File: src/rtl/msi_cap_pkg.sv
package msi_cap_pkg;
  localparam int unsigned VEC_PER_BANK = 32;
  localparam int unsigned REG_W        = 32;
  typedef logic [REG_W-1:0] word_t;
endpackage

File: src/rtl/msi_target_match.sv
module msi_target_match
  import msi_cap_pkg::*;
#(
  parameter int unsigned NUM_BANKS = 8,
  localparam int unsigned BANK_W   = (NUM_BANKS > 1) ? $clog2(NUM_BANKS) : 1,
  localparam int unsigned NUM_VEC  = NUM_BANKS * VEC_PER_BANK
) (
  input  logic              clk_i,
  input  logic              rst_ni,
  input  logic              we_lo_i,
  input  logic              we_hi_i,
  input  word_t             wdata_i,
  input  logic              in_valid_i,
  input  logic [63:0]       in_addr_i,
  input  logic [31:0]       in_data_i,
  output word_t             tgt_lo_o,
  output word_t             tgt_hi_o,
  output logic              hit_o,
  output logic [BANK_W-1:0] bank_o,
  output logic [4:0]        bit_o
);
  word_t tgt_lo_q, tgt_hi_q;

  always_ff @(posedge clk_i or negedge rst_ni) begin
    if (!rst_ni) begin
      tgt_lo_q <= '0;
      tgt_hi_q <= '0;
    end else begin
      if (we_lo_i) tgt_lo_q <= wdata_i;
      if (we_hi_i) tgt_hi_q <= wdata_i;
    end
  end

  logic addr_eq, in_range;
  assign addr_eq  = (in_addr_i == {tgt_hi_q, tgt_lo_q});
  assign in_range = (in_data_i < 32'(NUM_VEC));
  assign hit_o    = in_valid_i && addr_eq && in_range;

  if (NUM_BANKS > 1) begin : g_multi
    assign bank_o = in_data_i[5 +: BANK_W];
  end else begin : g_single
    assign bank_o = 1'b0;
  end
  assign bit_o    = in_data_i[4:0];
  assign tgt_lo_o = tgt_lo_q;
  assign tgt_hi_o = tgt_hi_q;

  // a vector at or beyond the limit never produces a hit
  p_no_oor_hit_r6: assert property (@(posedge clk_i) disable iff (!rst_ni)
    (in_valid_i && in_data_i >= 32'(NUM_VEC)) |-> !hit_o);
endmodule

File: src/rtl/msi_bank.sv
module msi_bank
  import msi_cap_pkg::*;
(
  input  logic  clk_i,
  input  logic  rst_ni,
  input  logic  we_en_i,
  input  logic  we_mask_i,
  input  logic  we_clr_i,
  input  word_t wdata_i,
  input  word_t cap_i,
  output word_t en_o,
  output word_t mask_o,
  output word_t pend_o,
  output logic  irq_o
);
  word_t en_q, mask_q, pend_q;
  word_t set_v, clr_v;

  assign set_v = cap_i & en_q;
  assign clr_v = we_clr_i ? wdata_i : '0;

  always_ff @(posedge clk_i or negedge rst_ni) begin
    if (!rst_ni) begin
      en_q   <= '0;
      mask_q <= '0;
      pend_q <= '0;
    end else begin
      if (we_en_i)   en_q   <= wdata_i;
      if (we_mask_i) mask_q <= wdata_i;
      pend_q <= (pend_q & ~clr_v) | set_v;  // set after clear: capture wins
    end
  end

  assign en_o   = en_q;
  assign mask_o = mask_q;
  assign pend_o = pend_q;
  assign irq_o  = |(pend_q & ~mask_q);

  p_set_needs_en_r5: assert property (@(posedge clk_i) disable iff (!rst_ni)
    ((pend_q & ~$past(pend_q) & ~$past(en_q)) == '0));
  p_clear_only_w1c_r7: assert property (@(posedge clk_i) disable iff (!rst_ni)
    (($past(pend_q) & ~pend_q & ~$past(clr_v)) == '0));
  p_capture_wins_r9: assert property (@(posedge clk_i) disable iff (!rst_ni)
    (($past(set_v & clr_v) & ~pend_q) == '0));
endmodule

File: src/rtl/msi_capture_ctrl.sv
module msi_capture_ctrl
  import msi_cap_pkg::*;
#(
  parameter int unsigned NUM_BANKS   = 8,
  parameter int unsigned REG_AW      = 12,
  parameter int unsigned TGT_LO_OFF  = 'h820,
  parameter int unsigned TGT_HI_OFF  = 'h824,
  parameter int unsigned BANK0_OFF   = 'h828,
  parameter int unsigned BANK_STRIDE = 12,
  localparam int unsigned BANK_W     = (NUM_BANKS > 1) ? $clog2(NUM_BANKS) : 1
) (
  input  logic              clk_i,
  input  logic              rst_ni,
  input  logic              in_valid_i,
  input  logic [63:0]       in_addr_i,
  input  logic [31:0]       in_data_i,
  input  logic              reg_we_i,
  input  logic [REG_AW-1:0] reg_addr_i,
  input  logic [31:0]       reg_wdata_i,
  output logic [31:0]       reg_rdata_o,
  output logic              irq_o
);
  logic              sel_lo, sel_hi, hit;
  logic [BANK_W-1:0] hit_bank;
  logic [4:0]        hit_bit;
  word_t             tgt_lo, tgt_hi;

  assign sel_lo = (reg_addr_i == REG_AW'(TGT_LO_OFF));
  assign sel_hi = (reg_addr_i == REG_AW'(TGT_HI_OFF));

  msi_target_match #(.NUM_BANKS(NUM_BANKS)) u_match (
    .clk_i      (clk_i),
    .rst_ni     (rst_ni),
    .we_lo_i    (reg_we_i && sel_lo),
    .we_hi_i    (reg_we_i && sel_hi),
    .wdata_i    (reg_wdata_i),
    .in_valid_i (in_valid_i),
    .in_addr_i  (in_addr_i),
    .in_data_i  (in_data_i),
    .tgt_lo_o   (tgt_lo),
    .tgt_hi_o   (tgt_hi),
    .hit_o      (hit),
    .bank_o     (hit_bank),
    .bit_o      (hit_bit)
  );

  word_t                en_a   [NUM_BANKS];
  word_t                mask_a [NUM_BANKS];
  word_t                pend_a [NUM_BANKS];
  logic [NUM_BANKS-1:0] sel_en, sel_mask, sel_pend, bank_irq;

  for (genvar b = 0; b < NUM_BANKS; b++) begin : g_bank
    localparam int unsigned BASE = BANK0_OFF + BANK_STRIDE * b;
    word_t cap;
    assign sel_en[b]   = (reg_addr_i == REG_AW'(BASE));
    assign sel_mask[b] = (reg_addr_i == REG_AW'(BASE + 4));
    assign sel_pend[b] = (reg_addr_i == REG_AW'(BASE + 8));
    assign cap = (hit && hit_bank == BANK_W'(b)) ? (word_t'(1) << hit_bit) : '0;

    msi_bank u_bank (
      .clk_i     (clk_i),
      .rst_ni    (rst_ni),
      .we_en_i   (reg_we_i && sel_en[b]),
      .we_mask_i (reg_we_i && sel_mask[b]),
      .we_clr_i  (reg_we_i && sel_pend[b]),
      .wdata_i   (reg_wdata_i),
      .cap_i     (cap),
      .en_o      (en_a[b]),
      .mask_o    (mask_a[b]),
      .pend_o    (pend_a[b]),
      .irq_o     (bank_irq[b])
    );
  end

  always_comb begin
    reg_rdata_o = '0;
    if (sel_lo) reg_rdata_o = tgt_lo;
    if (sel_hi) reg_rdata_o = tgt_hi;
    for (int b = 0; b < NUM_BANKS; b++) begin
      if (sel_en[b])   reg_rdata_o = en_a[b];
      if (sel_mask[b]) reg_rdata_o = mask_a[b];
      if (sel_pend[b]) reg_rdata_o = pend_a[b];
    end
  end

  assign irq_o = |bank_irq;

  logic all_masked, pend_change;
  always_comb begin
    all_masked  = 1'b1;
    pend_change = 1'b0;
    for (int b = 0; b < NUM_BANKS; b++) all_masked = all_masked && (&mask_a[b]);
  end

  p_masked_quiet_r8: assert property (@(posedge clk_i) disable iff (!rst_ni)
    all_masked |-> !irq_o);
  p_idle_stable_r7: assert property (@(posedge clk_i) disable iff (!rst_ni)
    (!$past(in_valid_i) && !$past(reg_we_i)) |-> ($stable(pend_a[0]) && $stable(irq_o)));
  p_single_sel_r3: assert property (@(posedge clk_i) disable iff (!rst_ni)
    $onehot0({sel_lo, sel_hi, sel_en, sel_mask, sel_pend}));
endmodule

File: config.mk
export PLATFORM = sky130hd
export DESIGN_NAME = msi_capture_ctrl
export DESIGN_NICKNAME = d
export VERILOG_FILES = /design/src/rtl/msi_cap_pkg.sv /design/src/rtl/msi_target_match.sv /design/src/rtl/msi_bank.sv /design/src/rtl/msi_capture_ctrl.sv
export SDC_FILE = /design/constraint.sdc
export NUM_CORES = 2
export LEC_CHECK = 0
export BUFFER_PORTS_ARGS = -buffer_cell sky130_fd_sc_hd__buf_2
export CAP_MARGIN = 15
export CORE_MARGIN = 4
export CORE_UTILIZATION = 49
export DETAILED_ROUTE_END_ITERATION = 8
export PLACE_DENSITY = 0.78
export SETUP_SLACK_MARGIN = 0.3
export SLEW_MARGIN = 25
export SYNTH_ARGS = -nofsm -noshare
export SYNTH_HDL_FRONTEND = slang
export SYNTH_SLANG_ARGS = --single-unit
File: constraint.sdc
create_clock -name clk_i -period 2.5 [get_ports clk_i]
set_clock_uncertainty 0.05 [all_clocks]
set_input_delay 0.125 -clock clk_i [delete_from_list [all_inputs] [get_ports clk_i]]
set_output_delay 0.125 -clock clk_i [all_outputs]
set_load 0.01 [all_outputs]
After elaboration in Yosys (flattened, before gate mapping). Cells that the tools add are included.

Order comparisons: 1. Equality and inequality tests: 34. Shift-type cells: 1. Muxes and demuxes: 42. Bitwise logic cells: 48. Reductions and logical operators: 38.

Operators by type and width (count): $mux 32 (42); $and 32x32->32 (24); $not 32->32 (16); $eq 12x12->1 const B (26); $or 32x32->32 (8); $reduce_or 256->1 (1); $eq 64x64->1 (1); $logic_and 1x1->1 (36); $lt 32x9->1 const B (1); $shl 1x5->32 const A (1); $eq 3x3->1 const B (4); $eq 3x2->1 const B (2); $eq 3x1->1 const B (1); $logic_not 3->1 (1).

Flip-flop bits (word level): 832. Bits of input ports: 144. Word-level logic and storage cells: 190.

Depth between registers and ports, before layout.
Depth in word-level cells: 27. Gate-level depth with buffers: 11.

Modules after synthesis. Synthesis repeated with hierarchy kept, for this count alone.

Cell total of the unflattened synthesis: 4090. Area, all modules: 45464.9 um^2.

By module, submodules not included: msi_bank (times used 8, cells an instance 288, area each 4165.2 um^2, seq. area each 2402.3 um^2); msi_capture_ctrl (times used 1, cells an instance 1521, area each 8894.8 um^2, seq. area each 0.0 um^2); msi_target_match (times used 1, cells an instance 265, area each 3248.1 um^2, seq. area each 1601.5 um^2).

Worst setup path before layout. No wires, ideal clock.

Path type: input to output. Start: input reg_addr_i[1]. End: output reg_rdata_o[3]. Arrival time: 2.144 ns. Path slack: 0.181 ns. Stages: 8. Buffers on the path: 2. Cell sequence: or4b_4 -> buf_6 -> nor2_1 -> nand3_2 -> clkbuf_1 -> o211ai_1 -> o21ai_0 -> a221oi_1.

Longest elaborated chain between the ends: 27.

RTL lines: start: declaration (line msi_capture_ctrl.sv:18) `input logic [REG_AW-1:0] reg_addr_i,`; $eq 12x12->1 (line msi_capture_ctrl.sv:28) `assign sel_lo = (reg_addr_i == REG_AW'(TGT_LO_OFF));`; $mux 32 (line msi_capture_ctrl.sv:77) `if (sel_lo) reg_rdata_o = tgt_lo;`; $mux 32 (line msi_capture_ctrl.sv:78) `if (sel_hi) reg_rdata_o = tgt_hi;`; $mux 32 (line msi_capture_ctrl.sv:80) `if (sel_en[b]) reg_rdata_o = en_a[b];`; $mux 32 (line msi_capture_ctrl.sv:81) `if (sel_mask[b]) reg_rdata_o = mask_a[b];`; $mux 32 (line msi_capture_ctrl.sv:82) `if (sel_pend[b]) reg_rdata_o = pend_a[b];`; $mux 32 (line msi_capture_ctrl.sv:80); $mux 32 (line msi_capture_ctrl.sv:81); (+11 left out); $mux 32 (line msi_capture_ctrl.sv:81); $mux 32 (line msi_capture_ctrl.sv:82); $mux 32 (line msi_capture_ctrl.sv:80); $mux 32 (line msi_capture_ctrl.sv:81); $mux 32 (line msi_capture_ctrl.sv:82); $mux 32 (line msi_capture_ctrl.sv:80); $mux 32 (line msi_capture_ctrl.sv:81); $mux 32 (*) (line msi_capture_ctrl.sv:82); end: declaration (line msi_capture_ctrl.sv:20) `output logic [31:0] reg_rdata_o,`.

Every way passes the cells marked *; elsewhere a longest branch is shown, timed or not.

Worst setup path after layout.
Start: register g_bank[5].u_bank.en_q[20]. End: output reg_rdata_o[20].

Longest elaborated chain between the ends: 9.

RTL lines: start: declaration (line msi_bank.sv:16) `word_t en_q, mask_q, pend_q;`; start signal: assignment (line msi_bank.sv:28) `if (we_en_i) en_q <= wdata_i;`; $mux 32 (line msi_capture_ctrl.sv:80); $mux 32 (line msi_capture_ctrl.sv:81); $mux 32 (line msi_capture_ctrl.sv:82); $mux 32 (line msi_capture_ctrl.sv:80); $mux 32 (line msi_capture_ctrl.sv:81); $mux 32 (line msi_capture_ctrl.sv:82); $mux 32 (line msi_capture_ctrl.sv:80); $mux 32 (line msi_capture_ctrl.sv:81); $mux 32 (line msi_capture_ctrl.sv:82).

No other way between the ends.

==> summary.md <==
| Metric | Value |
|---|---|
| Leak Pwr | between 20 and 30 nW |
| Fin area | about 57000 um2 |
| Most common cell after layout, fill and taps aside | nand2_1 |
| Yosys cell types | 76 |
| Core Region | approximately 85000 um2 |
| # DRC | 95 |
| Synthesized Nets | 4412 |
| RSZ-0062 raised after global routing | true |
| Dpl cells | slightly below 6000 |
| Failing checks | design-rule violations, negative setup slack |
| Maximum fanout along the worst path | 3 |
| Pwr dens | around 510 nW/um2 |
| Placement Cell Area | 49100 um2 |
| Global-route wire length before repair | between 300 and 400 mm |
| Largest net degree at the start of global routing | 118 |
| CTS tree | done |
| Worst Setup SP | g_bank[5].u_bank.en_o[20]$_DFFE_PN0P_ |
| HP Start | reg_wdata_i[11] |
| Critical path type | flip-flop to primary output |
| Post-layout minimum cycle time | ~3.1 ns |
| Final-report max-slew violation count | 0 |
| Max-Cap Viols | 0 |
| Initial antenna violation count | 15 |
| Cell family with most CP delay | compound AO/OA/AOI/OAI gates |
| Reg clk slew, reported paths | ~0.060 ns |
| Worst skew pair latency | 0.68 ns |
| CP startpoint kind | flip-flop |
| Final setup viols | about 290 |
| Crit path DAT | around 2.9 ns |
| Hold/Removal Path Class | primary input to flip-flop |
| Inserted Clock Buffers | 90 |
| Detail Placement HPWL | ~150 mm |
| Hold Vio Cnt, Final | 0 |
| Crit Reg-Reg Startpoint | u_match.tgt_lo_o[10]$_DFFE_PN0P_ |
| Layout cells sized above 1 | a little over two fifths |
| Avg Cell Area, Syn | approximately 10 um2 |
| Avg Vias per Cell | about 6.9 |
| RD Place Congestion | between 1 and 1.5 |
| CTS root buffer | clkbuf_16 |
| Fraction of registers with async set/reset | 100% |
| Initial core utilization | slightly below 50% |
| CP max-delay cell | o31a_1 |
| H-tree levels | 3 |
| Number of global-route vias before repair | ~41000 |
| Register area share after synthesis | between 40 and 50% |
| Horiz. Die Dim | 301 um |
| Count of state elements after synthesis | between 800 and 900 |
| DRT Wirelength | about 220 mm |
| Die area | 90400 um2 |
| Worst Setup End Kind | primary output |
| Via count | 43100 |
| Rows | 107 |
| DR WL/cell | 35.4 um |
| Hold Slack | 0.0319 ns |
| Mapped cell area | about 42000 um2 |
| Final ANT Viol Nets | 0 |
| Worst Max-Slew Pin Slew | ~1 ns |
| Overall Power | 29.4 mW |
| Fin util | about 67% |
| CTS Buffer Depth | 3 |
| Initial DRC count | about 7900 |
| Final worst slack | -0.610 ns |
| Num ports | ~180 |
| Max stage delay on crit path | between 0.5 and 0.6 ns |
| Post-synth EDFFs | 0 |
| Critical Path RT | around 2.3 ns |
| VDD IR-drop max | between 0.6 and 0.7 mV |
| Total gr overflow | 0 |
| Clk sinks | between 800 and 900 |
| Most frequent cells in the layout | nand2_1, dfrtp_1, buf_4 |
| GRT Util Overall | a little under half |
| Die height | between 300 and 400 um |
| I/O Buffers | ~180 |
| CP Cell Sequence | a221o_1, a221oi_1, buf_4, o31a_1, o21ai_2, buf_2 |
| Top FF cell, synth | dfrtp_1 |
| CP bufs+invs | 2 |
| F_max | ~320 MHz |
| Area grow syn2layout | 36.1% |
| Final Cycle Share | 124% |
| Relative slew margins | ~32% |
| Status | finished, violations left |
| Layout Cells excl Fill | just over 6000 |
| Post-Synthesis Cells | around 4300 |
| First drt pass iteration count | 9 |
| Nets@finish | 5155 |
| Yosys warnings | 0 |
[synth_stat cells (5+ instances only)]
library cell / count / area [um2]
nand2_1: 893 / 3350
dfrtp_1: 832 / 20800
mux2_2: 515 / 5800
o21ai_0: 323 / 1620
inv_1: 269 / 1010
clkbuf_1: 206 / 773
nor2_1: 134 / 503
o22ai_1: 123 / 769
a21oi_1: 88 / 440
o21ai_1: 67 / 335
a221oi_1: 66 / 578
mux2i_1: 55 / 551
buf_2: 50 / 250
xor2_1: 50 / 438
a22oi_1: 48 / 360
o221ai_1: 46 / 403
a222oi_1: 45 / 450
o211ai_1: 40 / 300
mux2_1: 38 / 428
nor3_1: 37 / 185
nand3_1: 33 / 165
nor4_1: 33 / 206
o2bb2ai_1: 28 / 245
nand4_1: 27 / 169
a2bb2oi_1: 24 / 210
buf_1: 24 / 90.1
a21o_1: 11 / 82.6
nand2b_1: 10 / 62.6
nor2b_1: 9 / 56.3
or2_2: 9 / 56.3
nand3b_1: 8 / 60.1
a22o_1: 7 / 61.3
a31oi_1: 7 / 43.8
or3_1: 7 / 43.8
mux4_2: 6 / 135
a211oi_1: 5 / 37.5
nor3_2: 5 / 50.1
o21a_1: 5 / 37.5
o32ai_1: 5 / 43.8
[path summary, 6_finish.rpt]
path / end / slack [ns] / cells after the start
hold reg to reg: g_bank[1].u_bank.pend_o[29]$_DFF_PN0_ / 0.43 / 2
max in group asynchronous: g_bank[1].u_bank.mask_o[4]$_DFFE_PN0P_ / 1.44 / 3
setup / recovery: reg_rdata_o[20] / -0.61 / 6
min in group asynchronous: g_bank[2].u_bank.pend_o[30]$_DFF_PN0_ / 0.23 / 3
hold / removal: g_bank[6].u_bank.pend_o[11]$_DFF_PN0_ / 0.03 / 4
setup reg to reg: g_bank[4].u_bank.pend_o[6]$_DFF_PN0_ / -0.33 / 11
[flip-flops by register name, indices dropped and copies added, names as in the netlist]
signal,count
u_match.tgt_lo_o,32
g_bank.u_bank.mask_o,256
g_bank.u_bank.pend_o,256
g_bank.u_bank.en_o,256
u_match.tgt_hi_o,32
[tightest hold or removal path, delay by kind of cell]
kind,cells,cell delay [ns]
buffers and inverters,1,0.34
and+or+nand+nor,2,0.20
AOI/OAI and AO/OA,1,0.05
[power breakdown]
part / switching, mW / leakage (nW) / internal, mW
clock: 5.99 / 1.50 / 8.04
combinational: 1.25 / 13.3 / 0.522
sequential: 0.0507 / 11.5 / 13.5
[metrics by stage]
| step | TNS [ns] | setup slack, ns |
|---|---|---|
| 3_5_place_dp | -67.27 | -0.535 |
| 5_1_grt | -70.50 | -0.574 |
| 3_3_place_gp | -57.63 | -0.541 |
| 6_report | -50.79 | -0.610 |
| 4_1_cts | -38.29 | -0.463 |
| 2_1_floorplan | 0 | 0.279 |
[per-layer routing]
metal / GRT usage [%] / wire length, um / up-vias
met5: 2.00 / 208 / -
met3: 22.6 / 37300 / 1342
met2: 65.3 / 86000 / 4021
met4: 34.2 / 23400 / 12
li1: - / - / 16600
met1: 57.9 / 73900 / 21100
[cells by family (layout without fill, tap and decap cells)]
kind of cell	Yosys count	count (layout)	synth area share, %
buffers and inverters	559	1374	5.21
other	0	12	0
AND/OR/NAND/NOR	1238	1238	12.5
multiplexers	614	614	16.5
flip-flops	832	832	49.6
AO/OA/AOI/OAI	971	971	15.1
XOR/XNOR	54	54	1.13
[cell type report]
type	instances	area [um2]
repair buffers	938	9080
fillers	6276	27900
inverters	272	1030
flip-flops and latches	832	20800
multi-input cells	2877	21600
clock inverters	41	477
well taps	1144	1430
clock buffers	123	2570
diodes	12	30.0
[repair_timing]
action                                 in CTS  in global routing
hold buffers                               27                  0
gates resized for setup                   672                251
setup endpoints to repair                 289                289
buffers inserted                           70                 24
gates cloned                               27                  4
pin swaps                                 269                174
endpoints found under the hold margin     803                  0
Power figures use the tool's default switching activity.
